### src/rtl/qdac_pkg.sv
package qdac_pkg;
  localparam int FRAME_BITS = 16;
  localparam int SUB_BITS   = 2;
  localparam int CMD_W      = FRAME_BITS - SUB_BITS;  // bits kept after sub-bits
  localparam int CODE_W     = 10;
  localparam int CH_NUM     = 4;
  localparam int ADDR_W     = $clog2(CH_NUM);

  typedef enum logic [3:0] {
    OP_NOP,
    OP_LOAD_IN,
    OP_LOAD_UPD,
    OP_UPDATE,
    OP_BCAST,
    OP_SLEEP,
    OP_UPO_LO,
    OP_UPO_HI,
    OP_MODE_RISE,
    OP_MODE_FALL
  } op_e;

  // cmd layout: [13:12] address, [11:10] control, [9:0] code
  function automatic logic [ADDR_W-1:0] addr_of(input logic [CMD_W-1:0] cmd);
    return cmd[CMD_W-1 -: ADDR_W];
  endfunction

  function automatic logic [CODE_W-1:0] code_of(input logic [CMD_W-1:0] cmd);
    return cmd[CODE_W-1:0];
  endfunction

  function automatic op_e op_of(input logic [CMD_W-1:0] cmd);
    logic [3:0] ac;
    ac = cmd[CMD_W-1 -: 4];
    if (ac[1:0] == 2'b01) return OP_LOAD_IN;
    if (ac[1:0] == 2'b11) return OP_LOAD_UPD;
    case (ac)
      4'b0100: return OP_UPDATE;
      4'b1000: return OP_BCAST;
      4'b1100: return OP_SLEEP;
      4'b0010: return OP_UPO_LO;
      4'b0110: return OP_UPO_HI;
      4'b1010: return OP_MODE_RISE;
      4'b1110: return OP_MODE_FALL;
      default: return OP_NOP;
    endcase
  endfunction
endpackage

### src/rtl/qdac_sync.sv
module qdac_sync #(
  parameter int          W       = 4,
  parameter int          STAGES  = 2,
  parameter logic [W-1:0] RST_VAL = '0
) (
  input  logic         clk,
  input  logic         rst_n,
  input  logic [W-1:0] d_i,
  output logic [W-1:0] q_o
);
  logic [W-1:0] pipe [STAGES];

  generate
    for (genvar k = 0; k < STAGES; k++) begin : g_stage
      if (k == 0) begin : g_first
        always_ff @(posedge clk or negedge rst_n) begin
          if (!rst_n) pipe[0] <= RST_VAL;
          else        pipe[0] <= d_i;
        end
      end else begin : g_next
        always_ff @(posedge clk or negedge rst_n) begin
          if (!rst_n) pipe[k] <= RST_VAL;
          else        pipe[k] <= pipe[k-1];
        end
      end
    end
  endgenerate

  assign q_o = pipe[STAGES-1];
endmodule

### src/rtl/qdac_frame_rx.sv
module qdac_frame_rx
  import qdac_pkg::*;
(
  input  logic             clk,
  input  logic             rst_n,
  input  logic             sclk_rise,
  input  logic             sclk_fall,
  input  logic             cs_high,
  input  logic             cs_rise,
  input  logic             sdi,
  input  logic             mode_rise,
  output logic [CMD_W-1:0] cmd_o,
  output logic             frame_ok_o,
  output logic             sdo_o
);
  localparam int CNT_MAX = FRAME_BITS + 1;  // saturates one past a full frame
  localparam int CNT_W   = $clog2(CNT_MAX + 1);

  logic [FRAME_BITS-1:0] shreg;
  logic [CNT_W-1:0]      bit_cnt;
  logic                  fall_q;

  always_ff @(posedge clk or negedge rst_n) begin
    if (!rst_n) begin
      shreg   <= '0;
      bit_cnt <= '0;
    end else if (cs_high) begin
      bit_cnt <= '0;
    end else if (sclk_rise) begin
      shreg <= {shreg[FRAME_BITS-2:0], sdi};
      if (bit_cnt != CNT_W'(CNT_MAX)) bit_cnt <= bit_cnt + 1'b1;
    end
  end

  always_ff @(posedge clk or negedge rst_n) begin
    if (!rst_n)         fall_q <= 1'b0;
    else if (sclk_fall) fall_q <= shreg[FRAME_BITS-1];
  end

  assign frame_ok_o = cs_rise && (bit_cnt == CNT_W'(FRAME_BITS));
  assign cmd_o      = shreg[FRAME_BITS-1:SUB_BITS];
  assign sdo_o      = mode_rise ? shreg[FRAME_BITS-1] : fall_q;
endmodule

### src/rtl/qdac_cmd_regs.sv
module qdac_cmd_regs
  import qdac_pkg::*;
(
  input  logic                     clk,
  input  logic                     rst_n,
  input  logic                     exec_go,
  input  logic [CMD_W-1:0]         cmd_i,
  input  logic                     lock_hi,
  input  logic                     lock_fall,
  output logic [CH_NUM*CODE_W-1:0] chan_code_o,
  output logic                     upo_o,
  output logic                     sleep_o,
  output logic                     mode_rise_o
);
  logic [CODE_W-1:0] in_q  [CH_NUM];
  logic [CODE_W-1:0] out_q [CH_NUM];
  logic [CODE_W-1:0] in_nx [CH_NUM];
  logic [CODE_W-1:0] out_nx[CH_NUM];
  op_e               op;
  logic [ADDR_W-1:0] addr;
  logic [CODE_W-1:0] code;

  assign op   = op_of(cmd_i);
  assign addr = addr_of(cmd_i);
  assign code = code_of(cmd_i);

  always_comb begin
    in_nx  = in_q;
    out_nx = out_q;
    if (exec_go) begin
      case (op)
        OP_LOAD_IN: in_nx[addr] = code;
        OP_LOAD_UPD: begin
          in_nx[addr] = code;
          out_nx      = in_nx;
        end
        OP_UPDATE, OP_MODE_RISE, OP_MODE_FALL: out_nx = in_q;
        OP_BCAST: begin
          for (int i = 0; i < CH_NUM; i++) begin
            in_nx[i]  = code;
            out_nx[i] = code;
          end
        end
        default: ;
      endcase
    end
  end

  generate
    for (genvar g = 0; g < CH_NUM; g++) begin : g_chan
      always_ff @(posedge clk or negedge rst_n) begin
        if (!rst_n) begin
          in_q[g]  <= '0;
          out_q[g] <= '0;
        end else begin
          in_q[g]  <= in_nx[g];
          out_q[g] <= out_nx[g];
        end
      end
      assign chan_code_o[g*CODE_W +: CODE_W] = out_q[g];
    end
  endgenerate

  always_ff @(posedge clk or negedge rst_n) begin
    if (!rst_n) begin
      upo_o       <= 1'b0;
      mode_rise_o <= 1'b0;
    end else if (exec_go) begin
      case (op)
        OP_UPO_LO:    upo_o       <= 1'b0;
        OP_UPO_HI:    upo_o       <= 1'b1;
        OP_MODE_RISE: mode_rise_o <= 1'b1;
        OP_MODE_FALL: mode_rise_o <= 1'b0;
        default: ;
      endcase
    end
  end

  always_ff @(posedge clk or negedge rst_n) begin
    if (!rst_n) begin
      sleep_o <= 1'b0;
    end else if (lock_fall) begin
      sleep_o <= 1'b0;
    end else if (exec_go) begin
      case (op)
        OP_SLEEP:          if (lock_hi) sleep_o <= 1'b1;
        OP_UPDATE, OP_BCAST: sleep_o <= 1'b0;
        default: ;
      endcase
    end
  end
endmodule

### src/rtl/qdac_ctrl.sv
module qdac_ctrl
  import qdac_pkg::*;
#(
  parameter int SYNC_STAGES = 2
) (
  input  logic                     clk,
  input  logic                     rst_n,
  input  logic                     sclk_i,
  input  logic                     csn_i,
  input  logic                     sdi_i,
  input  logic                     lock_n_i,
  output logic                     sdo_o,
  output logic                     upo_o,
  output logic                     sleep_o,
  output logic [CH_NUM*CODE_W-1:0] chan_code_o
);
  localparam int SIG_N = 4;  // {lock, sdi, csn, sclk}
  localparam logic [SIG_N-1:0] SIG_IDLE = 4'b1010;

  logic [SIG_N-1:0] pin_s;
  logic [2:0]       hist_q;  // {lock, csn, sclk} one cycle back
  logic             s_sclk, s_csn, s_sdi, s_lock;
  logic             sclk_rise, sclk_fall, cs_rise, lock_fall;
  logic             frame_end, exec_go, mode_rise;
  logic [CMD_W-1:0] cmd;

  qdac_sync #(.W(SIG_N), .STAGES(SYNC_STAGES), .RST_VAL(SIG_IDLE)) u_sync (
    .clk(clk), .rst_n(rst_n),
    .d_i({lock_n_i, sdi_i, csn_i, sclk_i}),
    .q_o(pin_s)
  );

  assign {s_lock, s_sdi, s_csn, s_sclk} = pin_s;

  always_ff @(posedge clk or negedge rst_n) begin
    if (!rst_n) hist_q <= 3'b110;
    else        hist_q <= {s_lock, s_csn, s_sclk};
  end

  assign sclk_rise = s_sclk & ~hist_q[0];
  assign sclk_fall = ~s_sclk & hist_q[0];
  assign cs_rise   = s_csn & ~hist_q[1];
  assign lock_fall = ~s_lock & hist_q[2];
  assign frame_end = cs_rise;

  qdac_frame_rx u_rx (
    .clk(clk), .rst_n(rst_n),
    .sclk_rise(sclk_rise), .sclk_fall(sclk_fall),
    .cs_high(s_csn), .cs_rise(cs_rise), .sdi(s_sdi),
    .mode_rise(mode_rise),
    .cmd_o(cmd), .frame_ok_o(exec_go), .sdo_o(sdo_o)
  );

  qdac_cmd_regs u_regs (
    .clk(clk), .rst_n(rst_n),
    .exec_go(exec_go), .cmd_i(cmd),
    .lock_hi(s_lock), .lock_fall(lock_fall),
    .chan_code_o(chan_code_o), .upo_o(upo_o),
    .sleep_o(sleep_o), .mode_rise_o(mode_rise)
  );
endmodule

### config.mk
export PLATFORM = sky130hd
export DESIGN_NAME = qdac_ctrl
export DESIGN_NICKNAME = d
export VERILOG_FILES = /design/src/rtl/qdac_pkg.sv /design/src/rtl/qdac_sync.sv /design/src/rtl/qdac_frame_rx.sv /design/src/rtl/qdac_cmd_regs.sv /design/src/rtl/qdac_ctrl.sv
export SDC_FILE = /design/constraint.sdc
export NUM_CORES = 1
export LEC_CHECK = 0
export ABC_AREA = 1
export ABC_CLOCK_PERIOD_IN_PS = 3900
export BUFFER_PORTS_ARGS = -buffer_cell sky130_fd_sc_hd__buf_2
export CORE_ASPECT_RATIO = 1.2
export CORE_MARGIN = 2
export CORE_UTILIZATION = 33
export CTS_CLUSTER_DIAMETER = 120
export DETAILED_ROUTE_END_ITERATION = 7
export HOLD_SLACK_MARGIN = 0.1
export PLACE_DENSITY = 0.56
export SLEW_MARGIN = 10
export SYNTH_ARGS = -nofsm -noshare
export SYNTH_HDL_FRONTEND = slang
export SYNTH_SLANG_ARGS = --single-unit
### constraint.sdc
create_clock -name clk -period 3.9 [get_ports clk]
set_clock_uncertainty 0.15 [all_clocks]
set_input_delay 0.78 -clock clk [delete_from_list [all_inputs] [get_ports clk]]
set_output_delay 0.78 -clock clk [all_outputs]
set_load 0.01 [all_outputs]
Yosys cells after proc, flatten, opt, wreduce, memory -nomap -nowiden:

Cells that the tools add are included.

* add/subtract/negate cells: 1
* $mul: 0
* div/mod/pow operators: 0
* magnitude comparators: 2
* eq/ne operators: 21
* shifts and indexed selects: 0
* multiplexer cells: 23
* bitwise operators: 10
* reductions and logical operators: 20

Operators by type and width (number)
* $pmux 40 s3: 1
* $pmux 40 s2: 1
* $bwmux 40: 1
* $pmux 4 s7: 1
* $eq 4x3->1 const B: 6
* $eq 4x4->1 const B: 6
* $demux 10 s2: 1
* $mux 4: 4
* $mux 5: 3
* $eq 4x2->1 const B: 3
* $reduce_and 2->1: 6
* $reduce_bool 2->1: 6
* $mux 10: 1
* $mux 1: 7
* $pmux 1 s2: 3
* $reduce_bool 3->1: 2
* $add 5x1->5 const B: 1
* $eq 5x5->1 const B: 1
* $ne 5x5->1 const B: 1
* $not 1->1: 5
* $and 1x1->1: 4
* $eq 4x1->1 const B: 1
* $reduce_or 2->1: 2
* $ge 3x3->1 const B: 1
* other kinds (8): 9

* register bits after elaboration: 116
* latch bits: 0
* bits in writable memories: 0
* memory bits (read-only): 0
* input bits: 6
* word-level logic and storage cells: 94
* memories kept: 0

Longest topological paths before layout:

Gate-level depths: netlist of the first run.

* depth after elaboration: 10
* mapped depth: 10
* depth with buffers taken out: 9

Cells and area by module:

From an unflattened synthesis of the first run, not the netlist that was laid out.

* cells, all modules: 806
* area, all modules: 6022.0 µm²

Modules (own cells, without submodules)
* qdac_cmd_regs: times used 1, cells an instance 649, area an instance 4534.3 µm²
* qdac_frame_rx: times used 1, cells an instance 134, area an instance 1144.8 µm²
* qdac_sync: times used 1, cells an instance 12, area an instance 235.2 µm²
* qdac_ctrl: times used 1, cells an instance 11, area an instance 107.6 µm²

Worst setup path after synthesis of the first run:

OpenSTA, ideal clock, no wires.

* kind: register to output
* start point: register u_rx.shreg[15]
* end point: output port sdo_o
* data arrival time: 779 ps
* required time: 2970 ps
* setup slack: 2191 ps
* stages on the path, launching flop included: 3
* buffers on the path: 0
* path through: dfrtp_1 -> inv_2 -> o21ai_0

* word-level cells in the longest chain between the ends: 1

Ends and longest elaborated chain
* start: declaration: line qdac_frame_rx.sv:19 `logic [FRAME_BITS-1:0] shreg;`
* start signal: assignment: line qdac_frame_rx.sv:30 `shreg <= {shreg[FRAME_BITS-2:0], sdi};`
* $mux 1: line qdac_frame_rx.sv:42 `assign sdo_o = mode_rise ? shreg[FRAME_BITS-1] : fall_q;`
* end: declaration: line qdac_ctrl.sv:12 `output logic sdo_o,`

No other way between the ends.

Final worst setup path of the first run:

* start point: register u_sync.pipe, in the netlist u_sync.q_o[1]
* end point: register u_regs.out_q, in the netlist u_regs.chan_code_o[18]

* word-level cells in the longest chain between the ends: 3

Ends and longest elaborated chain
* start: declaration: line qdac_sync.sv:11 `logic [W-1:0] pipe [STAGES];`
* start signal: indexed assignment: line qdac_sync.sv:23 `else pipe[k] <= pipe[k-1];`
* $and 1x1->1: line qdac_ctrl.sv:42 `assign cs_rise = s_csn & ~hist_q[1];`
* $logic_and 1x1->1: line qdac_frame_rx.sv:40 `assign frame_ok_o = cs_rise && (bit_cnt == CNT_W'(FRAME_BITS));`
* $reduce_and 2->1 (no source line)
* end signal: indexed assignment: line qdac_cmd_regs.sv:57 `out_q[g] <= out_nx[g];`
* end: declaration: line qdac_cmd_regs.sv:16 `logic [CODE_W-1:0] out_q [CH_NUM];`

No other way between the ends.
A chain may end at the register's enable or synchronous reset.

==> load_flow_metrics.sql, run 1 <==
INSERT INTO impl_metrics (metric_group, metric, value, unit) VALUES
('floorplanning', 'die_h', '148', 'um'),
('global_routing', 'number_of_global_route_vias_before_repair', '4628', ''),
('synth', 'post_synthesis_register_bit_count', '116', ''),
('clocking', 'cts_tree', 'done', ''),
('power', 'cellLeakagePower', '3.49', 'nW'),
('sta', 'max_slew.worst_pin.slew', '1.03', 'ns'),
('floorplanning', 'fp.dieArea', '18400', 'um2'),
('floorplanning', 'rows', '52', ''),
('global_routing', 'antenna_violations_before_repair', '0', ''),
('critical_path', 'timing.critical_path.from_type', 'flip-flop', ''),
('route', 'drt_iter0_markers', '310', ''),
('synth', 'post_synth.cell_area_avg', '7.48', 'um2'),
('placement', 'number_of_buffers_inserted_by_port_buffering', '48', ''),
('critical_path', 'cp.arrival', '2.65', 'ns'),
('synth', 'synth-edff-count', '0', ''),
('sta', 'period_needed', '2.44', 'ns'),
('critical_path', 'worst_r2r_startpoint', 'u_sync.q_o[1]', ''),
('route', 'dr_total_vias', '4744', ''),
('sta', 'maxSlewHeadroom', '0.313', ''),
('critical_path', 'critical_path.endpoint', 'u_regs.chan_code_o[18]', ''),
('global_routing', 'grt_start_max_net_pins', '81', ''),
('critical_path', 'critPathBufInv', '1', ''),
('clocking', 'cts_buffers', '17', ''),
('route', 'drc', '0', ''),
('synth', 'synth-warning-count', '0', ''),
('global_routing', 'global_route.usage.total', '0.168', ''),
('clocking', 'cts_sinks', '116', ''),
('sta', 'finalSetupViolCount', '0', ''),
('final_layout', 'layout.cells.most_common_list', '334 x sky130_fd_sc_hd__nand2_1, 110 x sky130_fd_sc_hd__dfrtp_1, 101 x sky130_fd_sc_hd__o21ai_0', ''),
('synth', 'synth_fp_nets', '772', ''),
('critical_path', 'cp_cell_sequence', 'nand2_1, nor2_1, nand2_1, nor2_2, buf_4, nand2_1, nand2_1', ''),
('floorplanning', 'die_width', '124', 'um'),
('final_layout', 'antennaDiodeCount', '0', ''),
('floorplanning', 'floorplan.io_pins', '49', ''),
('critical_path', 'critical_path_class', 'reg2reg', ''),
('sta', 'unrepaired_setup_endpoints_after_global_routing', 'false', ''),
('critical_path', 'critical-path-slowest-cell', 'sky130_fd_sc_hd__nor2_2', ''),
('critical_path', 'critPathLaunch', 'u_sync.q_o[1]', ''),
('critical_path', 'worstSetupPathDepth', '7', ''),
('floorplanning', 'starting_density_of_the_core', '0.337', ''),
('final_layout', 'layout-drive-gt1-share', '0.140', ''),
('clocking', 'ctsRootBufferMaster', 'sky130_fd_sc_hd__clkbuf_16', ''),
('final_layout', 'final_core_util', '0.398', ''),
('critical_path', 'max_stage_delay', '0.66', 'ns'),
('route', 'vias_per_cell', '4.61', ''),
('synth', 'synth_area', '5710', 'um2'),
('route', 'routedWlPerCell', '13.8', 'um'),
('synth', 'async_reset_ff_frac', '1.00', ''),
('sta', 'tns', '0', 'ns'),
('synth', 'post_synth_inst_count', '763', ''),
('power', 'worst_ir_drop_vdd', '308', 'uV'),
('critical_path', 'reg2reg_setup_slack', '1.46', 'ns'),
('global_routing', 'grt.overflow.total', '0', ''),
('run', 'cap_viol_max_count', '0', ''),
('placement', 'hpwlAfterDp', '9.33', 'mm'),
('clocking', 'max-clock-path-buffers', '2', ''),
('critical_path', 'cp_top_family', 'simple AND/OR/NAND/NOR gates', ''),
('floorplanning', 'fp.coreArea', '16900', 'um2'),
('clocking', 'cts_max_level', '4', ''),
('critical_path', 'most_frequent_cp_cell', 'sky130_fd_sc_hd__nand2_1', ''),
('global_routing', 'global_route_wire_length_before_repair', '23.8', 'mm'),
('clocking', 'clk-insertion-delay-late', '0.42', 'ns'),
('final_layout', 'final_net_count', '810', ''),
('clocking', 'worst_setup_hold_path_clk_slew', '0.06', 'ns'),
('route', 'detail_route.wirelength', '14.2', 'mm'),
('min_path', 'worstHoldPathType', 'reg2reg', ''),
('synth', 'ys_dominant_reg_cell', 'sky130_fd_sc_hd__dfrtp_1', ''),
('synth', 'seq_total_area_yosys', '0.510', ''),
('sta', 'final_slew_violations', '0', ''),
('sta', 'layout_worst_path_cycle_share', '0.627', ''),
('status', 'result_of_the_run', 'finished clean', '');
==> report_power, final <==
group          switching (mW)  leakage [nW]  internal (mW)  total [mW]
Combinational           0.157          1.65         0.0476       0.205
Sequential             0.0211          1.57           1.25        1.27
Clock                   0.576         0.277           1.02        1.59
Total                   0.754          3.49           2.31        3.06
==> synthesized netlist by cell type, types with 2 or more instances <==
cell                       instances  share of area
sky130_fd_sc_hd__nand2_1         334           0.22
sky130_fd_sc_hd__dfrtp_1         110           0.48
sky130_fd_sc_hd__o21ai_0         101          0.089
sky130_fd_sc_hd__inv_1            75          0.049
sky130_fd_sc_hd__a21oi_1          34          0.030
sky130_fd_sc_hd__buf_2            22          0.019
sky130_fd_sc_hd__nor2_1           18          0.012
sky130_fd_sc_hd__clkbuf_1         13         0.0085
sky130_fd_sc_hd__nand3_1          11         0.0096
sky130_fd_sc_hd__o21ai_1          11         0.0096
sky130_fd_sc_hd__nor2_4           10          0.020
sky130_fd_sc_hd__dfstp_2           6          0.028
sky130_fd_sc_hd__inv_2             5         0.0033
sky130_fd_sc_hd__ha_1              3         0.0066
sky130_fd_sc_hd__mux2_2            2         0.0039
==> per-stage QoR <==
| stage | setup WS (ns) | hold WS, ns | power, mW | area [um2] |
|---|---|---|---|---|
| floorplan | 2.19 | 0.181 | 1.41 | 5710 |
| global placement | 1.56 | 0.183 | 1.49 | 6130 |
| detailed placement | 1.47 | 0.186 | 1.50 | 6130 |
| CTS | 1.44 | 0.197 | 3.11 | 6730 |
| global route | 1.24 | 0.203 | 3.20 | 6730 |
| finish | 1.46 | 0.193 | 3.06 | 6730 |
==> routing by layer <==
layer | global-route usage | share of wire | vias up
met4 | 0.0669 | 0.016 | 0
met3 | 0.0410 | 0.042 | 12
met2 | 0.258 | 0.47 | 86
met1 | 0.227 | 0.47 | 2188
li1 | - | - | 2458
met5 | 0 | 0 | -
==> sequential cells by signal, indices dropped and copies added, names as in the netlist <==
signal              count
u_sync.pipe             4
u_rx.fall_q             1
u_regs.chan_code_o     40
u_regs.upo_o            1
u_rx.bit_cnt            5
u_regs.sleep_o          1
u_regs.in_q            40
u_regs.mode_rise_o      1
u_rx.shreg             16
hist_q                  3
u_sync.q_o              4
==> worst min-delay path by stage <==
stage | from | depth (start not counted) | to | slack, ns
floorplan | u_sync.pipe[4] | 0 | u_sync.q_o[0] | 0.18
global placement | u_sync.pipe[6] | 0 | u_sync.q_o[2] | 0.18
detailed placement | u_sync.pipe[4] | 0 | u_sync.q_o[0] | 0.19
CTS | u_sync.pipe[4] | 0 | u_sync.q_o[0] | 0.20
global route | u_sync.pipe[4] | 0 | u_sync.q_o[0] | 0.20
finish | u_sync.pipe[4] | 0 | u_sync.q_o[0] | 0.19
==> kinds of logic after synthesis <==
| family | count (synthesis) | share of synthesized area |
|---|---|---|
| flops | 116 | 0.510 |
| buf+inv | 117 | 0.0833 |
| simple gates | 375 | 0.263 |
| xor+xnor | 1 | 0.00153 |
| mux | 2 | 0.00395 |
| fa+ha+maj | 3 | 0.00658 |
| compound gates | 149 | 0.132 |
==> area by class of cell <==
type	count	area [um2]	share of cell area
clock buffer	19	443	0.0658
clock inverter	13	159	0.0236
sequential	116	2910	0.432
multi-input combinational	530	2340	0.347
inverter	80	300	0.0446
tap	216	270	0.0401
timing repair buffer	56	315	0.0468
No activity file was read; power rests on OpenSTA's default activity.
==> run 2: changes to the inputs <==
--- a/config.mk
+++ b/config.mk
@@ -6,7 +6,7 @@
 export NUM_CORES = 1
 export LEC_CHECK = 0
 export ABC_AREA = 1
-export ABC_CLOCK_PERIOD_IN_PS = 3900
+export ABC_CLOCK_PERIOD_IN_PS = 2100
 export BUFFER_PORTS_ARGS = -buffer_cell sky130_fd_sc_hd__buf_2
 export CORE_ASPECT_RATIO = 1.2
 export CORE_MARGIN = 2
@@ -14,7 +14,7 @@
 export CTS_CLUSTER_DIAMETER = 120
 export DETAILED_ROUTE_END_ITERATION = 7
 export HOLD_SLACK_MARGIN = 0.1
-export PLACE_DENSITY = 0.56
+export PLACE_DENSITY = 0.58
 export SLEW_MARGIN = 10
 export SYNTH_ARGS = -nofsm -noshare
 export SYNTH_HDL_FRONTEND = slang
==> constraint.sdc (replaced) <==
create_clock -name clk -period 2.1 [get_ports clk]
set_clock_uncertainty 0.15 [all_clocks]
set_input_delay 0.42 -clock clk [delete_from_list [all_inputs] [get_ports clk]]
set_output_delay 0.42 -clock clk [all_outputs]
set_load 0.01 [all_outputs]
==> run 2 against run 1 <==
Combinational power is 86% higher. Wire length is 0.82% lower. Largest power group unchanged. Largest cell class unchanged. Clock power is 90% higher. Sequential power is 86% higher. Cell count is 1.5% higher. Critical path depth is 1 higher. Setup slack worse by 1.3 ns. Highest routed layer unchanged. Maximum frequency is 28% higher. Sequential share of layout area is 1.4 points lower.
==> load_flow_metrics.sql, run 2 (synthesis gave the netlist of run 1 again) <==
INSERT INTO impl_metrics (metric_group, metric, value, unit) VALUES
('status', 'result_of_the_run', 'finished clean', ''),
('final_layout', 'final_net_count', '825', ''),
('floorplanning', 'die_width', '124', 'um'),
('global_routing', 'antenna_violations_before_repair', '0', ''),
('critical_path', 'cp.arrival', '2.11', 'ns'),
('critical_path', 'critPathRequiredTime', '2.29', 'ns'),
('clocking', 'ctsResizeCount', '0', ''),
('floorplanning', 'fp.coreArea', '16900', 'um2'),
('final_layout', 'antennaDiodeCount', '0', ''),
('power', 'cellLeakagePower', '3.61', 'nW'),
('route', 'routedWlPerCell', '13.5', 'um'),
('sta', 'tns', '0', 'ns'),
('clocking', 'cts_sinks', '116', ''),
('floorplanning', 'rows', '52', ''),
('min_path', 'worstHoldPathType', 'in2async', ''),
('power', 'share_seq_of_total_power', '0.409', ''),
('sta', 'fin_hold_ws', '0.176', 'ns'),
('sta', 'period_needed', '1.92', 'ns'),
('critical_path', 'max_stage_delay', '0.46', 'ns'),
('clocking', 'clk-insertion-delay-late', '0.42', 'ns'),
('route', 'dr_total_vias', '4831', ''),
('floorplanning', 'starting_density_of_the_core', '0.337', ''),
('route', 'drt_pre_antenna_iters', '5', ''),
('final_layout', 'nFillCells', '1744', ''),
('clocking', 'max-clock-path-buffers', '2', ''),
('critical_path', 'cp_cell_sequence', 'inv_2, nor2_1, nand2_2, buf_12, a21oi_4, buf_12, nand2_1, o21ai_0', ''),
('sta', 'maxSlewHeadroom', '0.532', ''),
('final_layout', 'layout-drive-gt1-share', '0.148', ''),
('clocking', 'worst_setup_hold_path_clk_slew', '0.06', 'ns'),
('run', 'cap_viol_max_count', '0', ''),
('clocking', 'ctsRootBufferMaster', 'sky130_fd_sc_hd__clkbuf_16', ''),
('power', 'power.density', '828', 'nW/um2'),
('critical_path', 'cp-end-kind', 'flip-flop', ''),
('global_routing', 'global_route_wire_length_before_repair', '23.5', 'mm'),
('placement', 'number_of_buffers_inserted_by_port_buffering', '48', ''),
('final_layout', 'layout.cells.most_common', 'sky130_fd_sc_hd__nand2_1', ''),
('critical_path', 'critical_path_class', 'reg2reg', ''),
('critical_path', 'critPathBufInv', '3', ''),
('placement', 'place.gp.congestion', '0.874', ''),
('critical_path', 'critical-path-slowest-cell', 'sky130_fd_sc_hd__dfrtp_1', ''),
('route', 'drc', '0', ''),
('power', 'worst_ir_drop_vdd', '555', 'uV'),
('floorplanning', 'die_h', '148', 'um'),
('sta', 'max_slew.worst_pin.slew', '0.701', 'ns'),
('sta', 'final_slew_violations', '0', ''),
('sta', 'final_hold_viol_count', '0', ''),
('power', 'p_clk_frac', '0.525', ''),
('sta', 'finalSetupViolCount', '0', ''),
('critical_path', 'reg2reg_setup_slack', '0.18', 'ns'),
('sta', 'layout_worst_path_cycle_share', '0.913', ''),
('critical_path', 'most_frequent_cp_cell', 'sky130_fd_sc_hd__buf_12', ''),
('clocking', 'cts_buffers', '17', ''),
('critical_path', 'cp_top_family', 'buffers and inverters', ''),
('clocking', 'cts_tree', 'done', ''),
('clocking', 'post_cts.repair.setup_buffers', '0', ''),
('floorplanning', 'fp.dieArea', '18400', 'um2'),
('clocking', 'cts_max_level', '4', ''),
('sta', 'timing.fmax', '0.522', 'GHz'),
('route', 'drt_iter0_markers', '386', ''),
('sta', 'unrepaired_setup_endpoints_after_global_routing', 'false', ''),
('critical_path', 'critical_path_peak_fanout', '37', ''),
('global_routing', 'grt.overflow.total', '0', ''),
('power', 'netSwitchingPower', '1.37', 'mW'),
('final_layout', 'layout-area-overhead-vs-synth', '22.0', '%'),
('route', 'detail_route.wirelength', '14.1', 'mm'),
('placement', 'hpwlAfterDp', '9.24', 'mm'),
('power', 'totalPowerFinal', '5.76', 'mW'),
('route', 'drtAntennaViolNets', '0', ''),
('floorplanning', 'floorplan.io_pins', '49', ''),
('power', 'sw_frac_of_total', '0.237', ''),
('power', 'power.combinational.fraction', '0.066', ''),
('global_routing', 'grt_start_max_net_pins', '116', ''),
('power', 'cell_internal_pwr', '4.40', 'mW'),
('global_routing', 'global_route.usage.total', '0.167', ''),
('critical_path', 'timing.critical_path.from_type', 'flip-flop', ''),
('route', 'vias_per_cell', '4.62', ''),
('final_layout', 'layout.cells.most_common_list', '334 x sky130_fd_sc_hd__nand2_1, 110 x sky130_fd_sc_hd__dfrtp_1, 101 x sky130_fd_sc_hd__o21ai_0', ''),
('global_routing', 'number_of_global_route_vias_before_repair', '4562', '');
[run 2: cell types whose count changed in the layout (fill, tap and decap cells not counted)]
cell                            change
sky130_fd_sc_hd__clkinv_4           +2
sky130_fd_sc_hd__clkbuf_1           +1
sky130_fd_sc_hd__buf_4              +3
sky130_fd_sc_hd__buf_12             +7
sky130_fd_sc_hd__clkinvlp_4         -3
sky130_fd_sc_hd__dlygate4sd3_1      +5
sky130_fd_sc_hd__bufinv_16          +1
sky130_fd_sc_hd__clkbuf_8           -1
[run 2: per-stage QoR]
step           area (um2)   util  std cells  setup slack (ns)
2_1_floorplan        5710      -        763             0.455
3_5_place_dp         6290  0.372       1008             0.207
3_3_place_gp         6290  0.372       1008             0.224
6_report             6960  0.412       1045             0.183
5_1_grt              6960  0.412       1045           0.00711
4_1_cts              6960  0.412       1045             0.191
[run 2: path summary, 6_finish.rpt]
kind	from	endpoint	depth (start not counted)
setup / recovery	u_rx.shreg[15]	u_regs.in_q[38]	8
max in group asynchronous	rst_n	u_rx.bit_cnt[4]	3
min in group clk	u_sync.pipe[4]	u_sync.q_o[0]	0
hold reg to reg	u_sync.pipe[4]	u_sync.q_o[0]	0
hold / removal	rst_n	u_rx.bit_cnt[0]	2
setup reg to reg	u_rx.shreg[15]	u_regs.in_q[38]	8
[run 2: layout make-up]
class | instances | area (um2) | area share
clock inverters | 13 | 184 | 0.0264
multi-input cells | 530 | 2340 | 0.336
repair buffers | 71 | 528 | 0.0758
flip-flops and latches | 116 | 2910 | 0.418
inverters | 80 | 300 | 0.0431
well taps | 216 | 270 | 0.0388
clock buffers | 19 | 433 | 0.0622
[run 2: worst register-to-register path, delay by kind of cell (launching register included)]
kind,cells,cell delay (ns)
buffers and inverters,3,0.52
AND/OR/NAND/NOR,3,0.37
flip-flops,1,0.46
AO/OA/AOI/OAI,2,0.34
[run 2: per-layer routing]
| layer | track usage | part of all wire | vias up |
|---|---|---|---|
| li1 | - | - | 2489 |
| met1 | 0.225 | 0.47 | 2183 |
| met2 | 0.253 | 0.46 | 137 |
| met3 | 0.0445 | 0.047 | 22 |
| met4 | 0.0691 | 0.024 | 0 |
| met5 | 0 | 0 | - |
[run 2: power groups by stage]
stage	registers (mW)	logic, mW	clock network [mW]
final	2.36	0.382	3.02
after global routing	2.37	0.437	3.20
after CTS	2.36	0.389	3.09
after detailed placement	2.40	0.379	0
after global placement	2.39	0.376	0
after floorplan	2.39	0.222	0
[run 2: what timing repair did]
action	4_1_cts	5_1_grt
setup endpoints to repair	0	0
hold buffers	5	0
endpoints found under the hold margin	114	0
